===== src/rtl/fdc_drv_pkg.sv =====
package fdc_drv_pkg;
    typedef enum logic {
        SRC_CCR,
        SRC_DSR
    } rate_src_e;

    typedef enum logic [1:0] {
        PWR_ACTIVE,
        PWR_IDLE,
        PWR_DOWN
    } pwr_state_e;

    localparam int RATE_W       = 2;
    localparam int DSR_PD_BIT   = 6;
    localparam int FEN_PD_BIT   = 3;
    localparam int TST_PD_BIT   = 0;
    localparam int PMC_SWAP_BIT = 0;
    localparam int PMC_DINV_BIT = 2;

    localparam logic [RATE_W-1:0] RATE_500K = 2'b00;
    localparam logic [RATE_W-1:0] RATE_300K = 2'b01;
    localparam logic [RATE_W-1:0] RATE_250K = 2'b10;
    localparam logic [RATE_W-1:0] RATE_1M   = 2'b11;
endpackage


===== src/rtl/fdc_rate_track.sv =====
module fdc_rate_track
    import fdc_drv_pkg::*;
(
    input  logic              clk,
    input  logic              rst,
    input  logic              wr_ccr,
    input  logic              wr_dsr,
    input  logic [RATE_W-1:0] rate_in,
    input  logic              pd_in,
    output logic [RATE_W-1:0] rate,
    output logic              dsr_pd
);
    rate_src_e         src_q, src_d;
    logic [RATE_W-1:0] ccr_rate_q;
    logic [RATE_W-1:0] dsr_rate_q;

    // Next source: the rate-select register wins a same-cycle tie.
    always_comb begin
        src_d = src_q;
        if (wr_dsr)      src_d = SRC_DSR;
        else if (wr_ccr) src_d = SRC_CCR;
    end

    always_ff @(posedge clk) begin
        if (rst) src_q <= SRC_DSR;
        else     src_q <= src_d;
    end

    always_ff @(posedge clk) begin
        if (rst) begin
            ccr_rate_q <= '0;
            dsr_rate_q <= '0;
            dsr_pd     <= 1'b0;
        end else begin
            if (wr_ccr) ccr_rate_q <= rate_in;
            if (wr_dsr) begin
                dsr_rate_q <= rate_in;
                dsr_pd     <= pd_in;
            end
        end
    end

    always_comb begin
        unique case (src_q)
            SRC_CCR: rate = ccr_rate_q;
            SRC_DSR: rate = dsr_rate_q;
            default: rate = dsr_rate_q;
        endcase
    end


    rate_dsr_chk: assert property (@(posedge clk) disable iff (rst)
        wr_dsr |=> rate == $past(rate_in));

    rate_ccr_chk: assert property (@(posedge clk) disable iff (rst)
        (wr_ccr && !wr_dsr) |=> rate == $past(rate_in));

    rate_hold_chk: assert property (@(posedge clk) disable iff (rst)
        (!wr_ccr && !wr_dsr) |=> $stable(rate));
endmodule


===== src/rtl/fdc_drive_decode.sv =====
module fdc_drive_decode #(
    parameter int NUM_DRIVES = 4,
    localparam int SEL_W = $clog2(NUM_DRIVES)
) (
    input  logic                  clk,
    input  logic                  rst,
    input  logic                  wr_dor,
    input  logic [SEL_W-1:0]      sel_in,
    input  logic [NUM_DRIVES-1:0] mot_in,
    output logic [NUM_DRIVES-1:0] drv_sel_n,
    output logic [NUM_DRIVES-1:0] motor_n,
    output logic                  drv23_n
);
    logic [SEL_W-1:0]      sel_q;
    logic [NUM_DRIVES-1:0] mot_q;
    logic [NUM_DRIVES-1:0] hit;

    always_ff @(posedge clk) begin
        if (rst) begin
            sel_q <= '0;
            mot_q <= '0;
        end else if (wr_dor) begin
            sel_q <= sel_in;
            mot_q <= mot_in;
        end
    end

    for (genvar n = 0; n < NUM_DRIVES; n++) begin : g_drv
        assign hit[n]       = (sel_q == SEL_W'(n)) && mot_q[n];
        assign drv_sel_n[n] = ~hit[n];
        assign motor_n[n]   = ~mot_q[n];
    end

    always_comb begin
        drv23_n = 1'b1;
        for (int n = 2; n < NUM_DRIVES; n++) begin
            if (hit[n]) drv23_n = 1'b0;
        end
    end


    sel_onehot_chk: assert property (@(posedge clk) disable iff (rst)
        $onehot0(~drv_sel_n));

    sel_needs_motor_chk: assert property (@(posedge clk) disable iff (rst)
        ((~drv_sel_n & motor_n) == '0));

    motor_load_chk: assert property (@(posedge clk) disable iff (rst)
        wr_dor |=> motor_n == ~$past(mot_in));

    reset_lines_chk: assert property (@(posedge clk)
        rst |=> (motor_n == '1 && drv_sel_n == '1 && drv23_n));
endmodule


===== src/rtl/fdc_power_fsm.sv =====
module fdc_power_fsm
    import fdc_drv_pkg::*;
(
    input  logic clk,
    input  logic rst,
    input  logic wr_fen,
    input  logic wr_tst,
    input  logic fen_pd_in,
    input  logic tst_pd_in,
    input  logic dsr_pd,
    input  logic fdc_idle,
    output logic pd,
    output logic idle
);
    pwr_state_e state_q, state_d;
    logic       fen_pd_q, tst_pd_q, pd_req;

    always_ff @(posedge clk) begin
        if (rst) begin
            fen_pd_q <= 1'b0;
            tst_pd_q <= 1'b0;
        end else begin
            if (wr_fen) fen_pd_q <= fen_pd_in;
            if (wr_tst) tst_pd_q <= tst_pd_in;
        end
    end

    assign pd_req = dsr_pd | fen_pd_q | tst_pd_q;

    always_comb begin
        unique case (state_q)
            PWR_ACTIVE, PWR_IDLE, PWR_DOWN: begin
                if (pd_req)        state_d = PWR_DOWN;
                else if (fdc_idle) state_d = PWR_IDLE;
                else               state_d = PWR_ACTIVE;
            end
            default: state_d = PWR_ACTIVE;
        endcase
    end

    always_ff @(posedge clk) begin
        if (rst) state_q <= PWR_ACTIVE;
        else     state_q <= state_d;
    end

    always_comb begin
        unique case (state_q)
            PWR_ACTIVE: begin pd = 1'b0; idle = 1'b0; end
            PWR_IDLE:   begin pd = 1'b0; idle = 1'b1; end
            PWR_DOWN:   begin pd = 1'b1; idle = 1'b1; end
            default:    begin pd = 1'b0; idle = 1'b0; end
        endcase
    end


    pd_entry_chk: assert property (@(posedge clk) disable iff (rst)
        pd_req |=> pd);

    idle_follow_chk: assert property (@(posedge clk) disable iff (rst)
        (fdc_idle || pd_req) |=> idle);

    busy_chk: assert property (@(posedge clk) disable iff (rst)
        (!fdc_idle && !pd_req) |=> (!idle && !pd));
endmodule


===== src/rtl/fdc_drive_ctrl.sv =====
module fdc_drive_ctrl
    import fdc_drv_pkg::*;
#(
    parameter int DATA_W     = 8,
    parameter int NUM_DRIVES = 4,
    localparam int SEL_W     = $clog2(NUM_DRIVES),
    localparam int MOT_LSB   = DATA_W - NUM_DRIVES
) (
    input  logic                  clk,
    input  logic                  rst,
    input  logic [DATA_W-1:0]     wdata,
    input  logic                  wr_dor,
    input  logic                  wr_ccr,
    input  logic                  wr_dsr,
    input  logic                  wr_fen,
    input  logic                  wr_tst,
    input  logic                  wr_pmc,
    input  logic                  fdc_idle,
    output logic [RATE_W-1:0]     rate_o,
    output logic                  dens_o,
    output logic [NUM_DRIVES-1:0] drv_sel_n,
    output logic [NUM_DRIVES-1:0] motor_n,
    output logic                  drv23_n,
    output logic                  share_a,
    output logic                  share_b
);
    logic dsr_pd, pd, idle;
    logic pin_swap_q, dens_inv_q, high_dens;

    fdc_rate_track u_rate (
        .clk     (clk),
        .rst     (rst),
        .wr_ccr  (wr_ccr),
        .wr_dsr  (wr_dsr),
        .rate_in (wdata[RATE_W-1:0]),
        .pd_in   (wdata[DSR_PD_BIT]),
        .rate    (rate_o),
        .dsr_pd  (dsr_pd)
    );

    fdc_drive_decode #(.NUM_DRIVES(NUM_DRIVES)) u_dec (
        .clk       (clk),
        .rst       (rst),
        .wr_dor    (wr_dor),
        .sel_in    (wdata[SEL_W-1:0]),
        .mot_in    (wdata[DATA_W-1:MOT_LSB]),
        .drv_sel_n (drv_sel_n),
        .motor_n   (motor_n),
        .drv23_n   (drv23_n)
    );

    fdc_power_fsm u_pwr (
        .clk       (clk),
        .rst       (rst),
        .wr_fen    (wr_fen),
        .wr_tst    (wr_tst),
        .fen_pd_in (wdata[FEN_PD_BIT]),
        .tst_pd_in (wdata[TST_PD_BIT]),
        .dsr_pd    (dsr_pd),
        .fdc_idle  (fdc_idle),
        .pd        (pd),
        .idle      (idle)
    );

    always_ff @(posedge clk) begin
        if (rst) begin
            pin_swap_q <= 1'b0;
            dens_inv_q <= 1'b0;
        end else if (wr_pmc) begin
            pin_swap_q <= wdata[PMC_SWAP_BIT];
            dens_inv_q <= wdata[PMC_DINV_BIT];
        end
    end

    always_comb begin
        unique case (rate_o)
            RATE_500K, RATE_1M:   high_dens = 1'b1;
            RATE_300K, RATE_250K: high_dens = 1'b0;
            default:              high_dens = 1'b0;
        endcase
    end

    assign dens_o  = high_dens ^ dens_inv_q;
    assign share_a = pin_swap_q ? pd   : drv_sel_n[1];
    assign share_b = pin_swap_q ? idle : motor_n[1];


    dens_low_chk: assert property (@(posedge clk) disable iff (rst)
        (!dens_inv_q && (rate_o == RATE_250K || rate_o == RATE_300K)) |-> !dens_o);

    share_legacy_chk: assert property (@(posedge clk) disable iff (rst)
        !pin_swap_q |-> (share_a == drv_sel_n[1] && share_b == motor_n[1]));

    reset_rate_chk: assert property (@(posedge clk)
        rst |=> (rate_o == RATE_500K && dens_o));
endmodule


===== config.mk =====
export PLATFORM = sky130hd
export DESIGN_NAME = fdc_drive_ctrl
export DESIGN_NICKNAME = d
export VERILOG_FILES = /design/src/rtl/fdc_drv_pkg.sv /design/src/rtl/fdc_rate_track.sv /design/src/rtl/fdc_drive_decode.sv /design/src/rtl/fdc_power_fsm.sv /design/src/rtl/fdc_drive_ctrl.sv
export SDC_FILE = /design/constraint.sdc
export NUM_CORES = 1
export LEC_CHECK = 0
export BUFFER_PORTS_ARGS = -buffer_cell sky130_fd_sc_hd__buf_4
export CORE_MARGIN = 3
export CORE_UTILIZATION = 41
export CTS_CLUSTER_DIAMETER = 80
export DETAILED_ROUTE_END_ITERATION = 10
export HOLD_SLACK_MARGIN = 0.15
export PLACE_DENSITY = 0.72
export SETUP_SLACK_MARGIN = 0.5
export SYNTH_ARGS = -nofsm -noshare
export SYNTH_HDL_FRONTEND = slang
export SYNTH_SLANG_ARGS = --single-unit

===== constraint.sdc =====
create_clock -name clk -period 1.14 [get_ports clk]
set_clock_uncertainty 0.15 [all_clocks]
set_input_delay 0.228 -clock clk [delete_from_list [all_inputs] [get_ports clk]]
set_output_delay 0.228 -clock clk [all_outputs]
set_load 0.02 [all_outputs]

# After elaboration in Yosys (flattened, before gate mapping)
# Index checks and enable logic that the tools add are counted.
# word_totals
ff_bits	18
input_bits	17
word_cells	57
# classes
n_eq_ne	8
muxes	10
n_bitwise	13
reduce_logical	14
# op_table
op	n
equality test 2 bit (second input constant)	5
NOT 1 bit	10
OR reduction 2 bit	5
2-to-1 mux 1 bit	7
equality test 2 x 1 -> 1 bit (second input constant)	3
zero test 2 bit	3
OR reduction 3 bit	2
logical AND 1 bit	4
case mux 2 bit (2 select lines)	1
2-to-1 mux 2 bit	1
bitwise OR 1 bit	2
case mux 1 bit (2 select lines)	1
XOR 1 bit	1

# Logic depth before layout (Yosys ltp)
# Gate-level depths: netlist (run 1).
# logic_depth
word_depth	6
mapped_depth	3
ltp_nobuf	3

# Cells and area by module
# A second synthesis (run 1) with hierarchy kept.
# unflattened
cells_unflattened	77
hier_area_um2	760.7
# by_module_without_submodules
mod	n_inst	cells_each	area_per_inst_um2	seq_area_each_um2
fdc_drive_decode	1	30	264.0	120.1
fdc_rate_track	1	21	224.0	120.1
fdc_power_fsm	1	16	165.2	80.1
fdc_drive_ctrl	1	10	107.6	40.0

# Worst setup path after synthesis (run 1)
# Ideal clock, no wire load.
# synth_timing
kind	flip-flop to output port
from	register u_pwr.state_q[0]
to	output port share_b
t_arrival_ns	0.996
path_slack_ns	-0.234
path_stages_with_launch	4
cell_sequence	dfxtp_1 -> inv_1 -> ha_1 -> mux2i_1
# synth_via
elab_chain_len	4
word_cells_on_any_way	5
# synth_lines
item	line_no	text
start: declaration	fdc_power_fsm.sv:15	pwr_state_e state_q, state_d;
start signal: assignment	fdc_power_fsm.sv:43	else state_q <= state_d;
equality test 2 x 1 -> 1 bit or equality test 2 bit (tied branches)	fdc_power_fsm.sv:47	unique case (state_q)
OR reduction 2 bit (no source line) *	-	
2-to-1 mux 1 bit *	fdc_power_fsm.sv:47	
2-to-1 mux 1 bit *	fdc_drive_ctrl.sv:85	assign share_b = pin_swap_q ? idle : motor_n[1];
end: declaration	fdc_drive_ctrl.sv:25	output logic share_b
# Every way passes the cells marked *; elsewhere a longest branch is shown, timed or not.

# Final worst setup path (run 1)
# layout_timing
from	register u_rate.dsr_rate_q[1]
to	output port dens_o
# layout_via
elab_chain_len	5
word_cells_on_any_way	9
# layout_lines
item	line_no	text
start: declaration	fdc_rate_track.sv:15	logic [RATE_W-1:0] dsr_rate_q;
start signal: assignment	fdc_rate_track.sv:37	dsr_rate_q <= rate_in;
case mux 2 bit (2 select lines) *	fdc_rate_track.sv:44	unique case (src_q)
equality test 2 x 1 -> 1 bit, or another cell as far along	fdc_drive_ctrl.sv:76	unique case (rate_o)
OR reduction 2 bit	fdc_drive_ctrl.sv:76	
case mux 1 bit (2 select lines) *	fdc_drive_ctrl.sv:76	
XOR 1 bit *	fdc_drive_ctrl.sv:83	assign dens_o = high_dens ^ dens_inv_q;
end: declaration	fdc_drive_ctrl.sv:20	output logic dens_o,
# Marks and branches as above.

==> results of run 1 <==
## power by group through the flow
| stage | logic [mW] | registers, mW | clock network (mW) |
|---|---|---|---|
| CTS | 0.367 | 0.708 | 0.309 |
| global placement | 0.302 | 0.713 | 0 |
| detailed placement | 0.308 | 0.715 | 0 |
| floorplan | 0.174 | 0.714 | 0 |
| global route | 0.423 | 0.715 | 0.336 |
| finish | 0.393 | 0.711 | 0.298 |
## cell families after synthesis
logic type,share of synthesized area
AOI/OAI and AO/OA,0.0129
xor gates and xnor gates,0.0339
adders and majority gates,0.0323
buffers and inverters,0.0485
DFF,0.465
muxes,0.263
and+or+nand+nor,0.144
## area by class of cell
type | instances | share of cell area
Multi-Input combinational cell | 53 | 0.335
Timing Repair Buffer | 49 | 0.330
Sequential cell | 18 | 0.275
Tap cell | 25 | 0.0222
Inverter | 6 | 0.0213
Clock buffer | 3 | 0.0160
## registers in the layout (all words and copies together) (netlist names)
name               count
u_rate.ccr_rate_q      2
pin_swap_q             1
u_pwr.state_q          2
u_dec.mot_q            4
u_dec.sel_q            2
u_pwr.fen_pd_q         1
u_rate.dsr_pd          1
u_rate.src_q           1
dens_inv_q             1
u_pwr.tst_pd_q         1
u_rate.dsr_rate_q      2
## final timing paths
path | start | end | slack (ns) | depth (start not counted)
worst max-delay path | u_rate.dsr_rate_q[1] | dens_o | -0.53 | 4
worst min-delay path | wr_ccr | u_rate.src_q | -0.01 | 2
worst max register to register | u_rate.ccr_rate_q[1] | u_rate.ccr_rate_q[1] | 0.01 | 5
worst min register to register | u_pwr.fen_pd_q | u_pwr.fen_pd_q | 0.35 | 2
## stage by stage
stage	setup WS, ns	hold slack [ns]	instances
2_1_floorplan	-0.207	0.156	80
3_3_place_gp	-0.176	0.282	143
3_5_place_dp	-0.186	0.293	143
4_1_cts	-0.502	-0.0146	151
5_1_grt	-0.614	-0.0184	154
6_report	-0.530	-0.0100	154
## cells in the mapped netlist (all sizes together)
cell type	number	area, um2
dfxtp	18	360
nor2	18	67.6
mux2i	17	170
inv	6	22.5
buf	3	15.0
mux2	3	33.8
xnor2	3	26.3
ha	2	25.0
nand2	2	7.51
nor3	2	10.0
o21ai	2	10.0
and2	1	6.26
and3	1	6.26
nand3b	1	7.51
or3	1	6.26
## layer usage
layer / vias to the layer above / track usage
met5: - / 0
met4: 0 / 0.0415
met3: 2 / 0.0483
met2: 21 / 0.295
met1: 345 / 0.186
li1: 362 / -
## what timing repair did
item	4_1_cts	5_1_grt
endpoints found under the setup margin	32	32
hold endpoints to repair	18	18
pin swaps	15	7
gates resized for setup	45	8
buffers inserted	5	3
==> impl_results.md, run 1 <==
- CP required: 0.76 ns
- Antenna violations before repair: 0
- Area taken by flip-flops and latches: 388 um2
- Master of the slowest instance on the critical path: sky130_fd_sc_hd__dfxtp_2
- Worst setup path class: reg2out
- Top routing layer in use: met4
- Clock insertion delay at the later pin of the skew report: between 0.2 and 0.3 ns
- Routed length on met2: roughly 1100 um
- Type of the worst min-delay path: in2reg
- P_sw: 376 uW
- Achievable frequency: between 0.5 and 0.6 GHz
- Total internal power: between 1 and 1.5 mW
- Aggregate routed wire length: around 2000 um
- Post-route cell area: about 1400 um2
- Failing checks: hold timing, setup timing
- Buffer depth of the longest clock path: 2
- Time the worst path needs with I/O delays and setup: 1.67 ns
- Half-perimeter wire length of the detailed placement result: about 1300 um
- Post-synthesis sequential area ratio: 0.465
- Master cell of the clock root buffer: sky130_fd_sc_hd__clkbuf_4
- Setup violators final: 14
- Top Family by Delay on Critical Path: XOR/XNOR gates
- Per-cell via count in the routed design: 4.74
- Power share of the combinational group: 0.280
- Kind of end point of the critical path: output pin
- Clock-pin slew on the worst setup and hold paths: ~0.09 ns
- Effective utilization at floorplan: 0.439
- Critical Path Start Type: flip-flop
- Final hold slack: -0.0100 ns
- Final TNS setup: -4.42 ns
- Overall Global Routing Usage: 0.163
- Placed cell area: roughly 1100 um2
- Leakage power figure: 0.659 nW
- Wire length of the first global-routing pass: slightly above 3000 um
- Last weighted congestion value of the routability-driven placer: ~0.77
- Placement Rows: 15
- Worst path bufs/invs: 1
- Unrepaired setup endpoints after global routing: yes
- Diode count: 0
- Cell area after synthesis: between 700 and 800 um2
- Peak ir drop on the vdd network: about 0.93 mV
- Relative max-transition margin: 0.842
- Distinct cell type count of the synthesized netlist: 16
- Total area of multi-input combinational cells: about 470 um2
- Cell-by-cell trace of the critical path: xnor2_1, mux2i_2, xnor2_2, buf_4
- Leading cell type in the layout, fill and taps excluded: sky130_fd_sc_hd__buf_6
- Clock network fraction of total power: 0.213
- Average wire per cell in the routed design: ~13 um
- Clock tree from TritonCTS: built
- # H-tree levels: 1
- Metal1 wirelength: between 800 and 900 um
- Placeable Area: 1760 um2
- Most frequent cells in the layout: sky130_fd_sc_hd__buf_6, sky130_fd_sc_hd__buf_4, sky130_fd_sc_hd__nor2_1
- Length of the first detailed-routing pass in iterations: 4
- Net count of the finished layout: 150
- Gate count of the mapped netlist: 80
- Height of the die: 49.5 um
- Proportion of layout cells with a drive suffix above 1: 0.729
- Design Power: 1.40 mW
- Total die area: approximately 2400 um2
- Final-report hold violation count: 1
- Detail Route Antenna Nets: 0
- Via count of the first global-routing pass: between 600 and 700
- Mean instance size in the synthesized netlist: 9.68 um2
- Total congestion overflow after global routing: 0
- WP data arrival: 1.29 ns
- Core utilization of the finished layout: 0.799
- # IOs: 31
- Worst Path Max Fanout: 2
- Count of synthesis-stage warnings from yosys: 0
- Max-capacitance violation count: 0
- Maximum number of pins on one net before global-route repair: 19
- Max Transition Viols Final: 0
- Number of clock sinks: 18
- Min setup slack post-route: -0.530 ns
- Measured slew at the worst slew-check pin: 0.233 ns
- Area Growth Syn to Fin: 82.1%
- Fill count: 120
- Number of DRC markers in iteration 0: 10
- Run status: finished, violations left
- Portion of the clock cycle consumed by the worst path in the final layout: 1.46
- Die X: 49.5 um
- Syn_nets: between 90 and 100
- Number of port buffers: 30
- Post-synthesis sequential element count: 18
- DRC violation count after routing: 0
- Met3 routed WL: 88 um
- TritonCTS buffer count: 3
- Count of vias placed by the detailed router: 730
- Crit path largest cell delay: 0.34 ns
- Sequential share of power: 0.507
- Pwr per Cell Area: a little under 1000 nW/um2
- Net switching share of the total power: 0.268
Power figures use the tool's default switching activity.
==> run 2, diff against run 1 <==
Settings changed: CELL_PAD_IN_SITES_DETAIL_PLACEMENT set to 0, CELL_PAD_IN_SITES_GLOBAL_PLACEMENT set to 1, CORE_UTILIZATION 41 to 30, PLACE_DENSITY 0.72 to not set, PLACE_DENSITY_LB_ADDON set to 0.1.
==> impl_results.md, run 2 (same netlist as run 1, synthesis figures left out) <==
- Final hold slack: -0.0114 ns
- GRT met1 Usage: 0.159
- Aggregate routed wire length: a little over 2000 um
- Final TNS setup: -4.36 ns
- DRC violation count after routing: 0
- Master cell of the clock root buffer: sky130_fd_sc_hd__clkbuf_4
- Leakage power figure: ~0.65 nW
- Total stage count of the critical path: 4
- Unrepaired setup endpoints after global routing: yes
- Final-report hold violation count: 1
- Number of port buffers: 30
- Worst setup path class: reg2out
- Half-perimeter wire length of the detailed placement result: about 1400 um
- Placement Rows: 17
- Detail Route Antenna Nets: 0
- Antenna violations before repair: 0
- Diode count: 0
- Met3 Resource Use GR: 0.0345
- R2R cell count: 4
- Worst Path Max Fanout: 2
- Per-cell via count in the routed design: around 4.5
- Kind of end point of the critical path: output pin
- TritonCTS buffer count: 3
- Clock-pin slew on the worst setup and hold paths: approximately 0.10 ns
- Number of DRC markers in iteration 0: 4
- Grt peak-use layer: met2
- # IOs: 31
- Length of the first detailed-routing pass in iterations: 3
- Crit path largest cell delay: ~0.35 ns
- Pwr per Cell Area: around 1000 nW/um2
- Peak ir drop on the vdd network: slightly above 0.6 mV
- Proportion of layout cells with a drive suffix above 1: 0.740
- Height of the die: ~57 um
- Total congestion overflow after global routing: 0
- Most frequent cells in the layout: sky130_fd_sc_hd__buf_6, sky130_fd_sc_hd__buf_4, sky130_fd_sc_hd__nor2_1
- Number of instances on the worst hold path: 2
- Measured slew at the worst slew-check pin: roughly 0.28 ns
- Placeable Area: ~2300 um2
- Setup violators final: 14
- Pre-CTS setup slack: -0.187 ns
- Cell type with the highest occurrence count on the critical path: sky130_fd_sc_hd__xnor2_2
- Last weighted congestion value of the routability-driven placer: about 0.66
- Maximum number of pins on one net before global-route repair: 19
- Placed cell area: approximately 1100 um2
- Achievable frequency: slightly above 0.6 GHz
- Post-route cell area: between 1000 and 1500 um2
- Via count of the first global-routing pass: slightly above 700
- Clock insertion delay at the later pin of the skew report: a little under 0.3 ns
- Clock tree from TritonCTS: built
- Area Growth Syn to Fin: 84.3%
- Die X: around 57 um
- Total die area: 3230 um2
- Min setup slack post-route: -0.479 ns
- Effective utilization at floorplan: 0.334
- Leading cell type in the layout, fill and taps excluded: sky130_fd_sc_hd__buf_6
- Wire length of the first global-routing pass: 3280 um
- Met2 demand-to-capacity share in global routing: 0.223
- Failing checks: hold timing, setup timing
- Max-capacitance violation count: 0
- Portion of the clock cycle consumed by the worst path in the final layout: 1.42
- Number of clock sinks: 18
- # H-tree levels: 1
- Critical Path Start Type: flip-flop
- Master of the slowest instance on the critical path: sky130_fd_sc_hd__dfxtp_2
- Net count of the finished layout: 147
- Fill count: ~210
- Relative max-transition margin: 0.812
- Top Family by Delay on Critical Path: flip-flops
- Overall Global Routing Usage: 0.132
- Area taken by flip-flops and latches: between 300 and 400 um2
- Max Transition Viols Final: 0
- Largest register by flop count: u_dec.mot_q
- WP data arrival: about 1.2 ns
- Type of the worst min-delay path: in2reg
- CP required: 0.76 ns
- Worst path bufs/invs: 1
- Average wire per cell in the routed design: approximately 13 um
- Cell-by-cell trace of the critical path: xnor2_2, mux2i_2, xnor2_2, buf_4
- Run status: finished, violations left
- Count of vias placed by the detailed router: 698
- Time the worst path needs with I/O delays and setup: between 1.5 and 2 ns
- Buffer depth of the longest clock path: 2
- Total area of multi-input combinational cells: approximately 500 um2
- Number of flip-flops in the largest register: 4
[run 2: cell types whose count changed in the layout (fill, tap and decap cells not counted), moves of 2 or more]
cell                      before  now
sky130_fd_sc_hd__mux2i_1      15   13
sky130_fd_sc_hd__buf_6        26   24
sky130_fd_sc_hd__dfxtp_2      16   12
sky130_fd_sc_hd__dfxtp_4       2    6
[run 2: timing repair]
| item | CTS | global route |
|---|---|---|
| setup endpoints to repair | 32 | 32 |
| pin swaps | 15 | 5 |
| endpoints found under the hold margin | 18 | 18 |
| setup buffers | 1 | 5 |
| gates resized for setup | 45 | 13 |
[run 2: per-layer routing]
layer  vias up  share of wire
li1        355              -
met1       323           0.44
met2        18           0.50
met3         2          0.052
met4         0         0.0067
met5         -              0
[run 2: final cells by class]
type | count | share of cell area
multi-input cells | 53 | 0.347
repair buffers | 46 | 0.305
flip-flops and latches | 18 | 0.279
clock buffers | 4 | 0.0254
well taps | 28 | 0.0245
inverters | 6 | 0.0193
[run 2: through the flow]
step | util | instances | power (mW)
6_report | 0.616 | 155 | 1.49
5_1_grt | 0.616 | 155 | 1.59
4_1_cts | 0.575 | 150 | 1.48
3_5_place_dp | 0.491 | 145 | 1.02
3_3_place_gp | 0.491 | 145 | 1.02
2_1_floorplan | - | 80 | 0.887
[run 2: power by group]
group | internal (mW) | total [mW] | switching (mW)
sequential | 0.668 | 0.707 | 0.0385
clock | 0.194 | 0.390 | 0.195
combinational | 0.233 | 0.398 | 0.166
total | 1.10 | 1.49 | 0.400
[run 2: path summary, 6_finish.rpt]
| check | startpoint | to | slack (ns) |
|---|---|---|---|
| max reg2reg | u_pwr.state_q[0] | u_pwr.state_q[0] | 0.06 |
| max | u_rate.ccr_rate_q[0] | dens_o | -0.48 |
| min | wr_ccr | u_rate.src_q | -0.01 |
| min reg2reg | u_rate.dsr_pd | u_rate.dsr_pd | 0.36 |
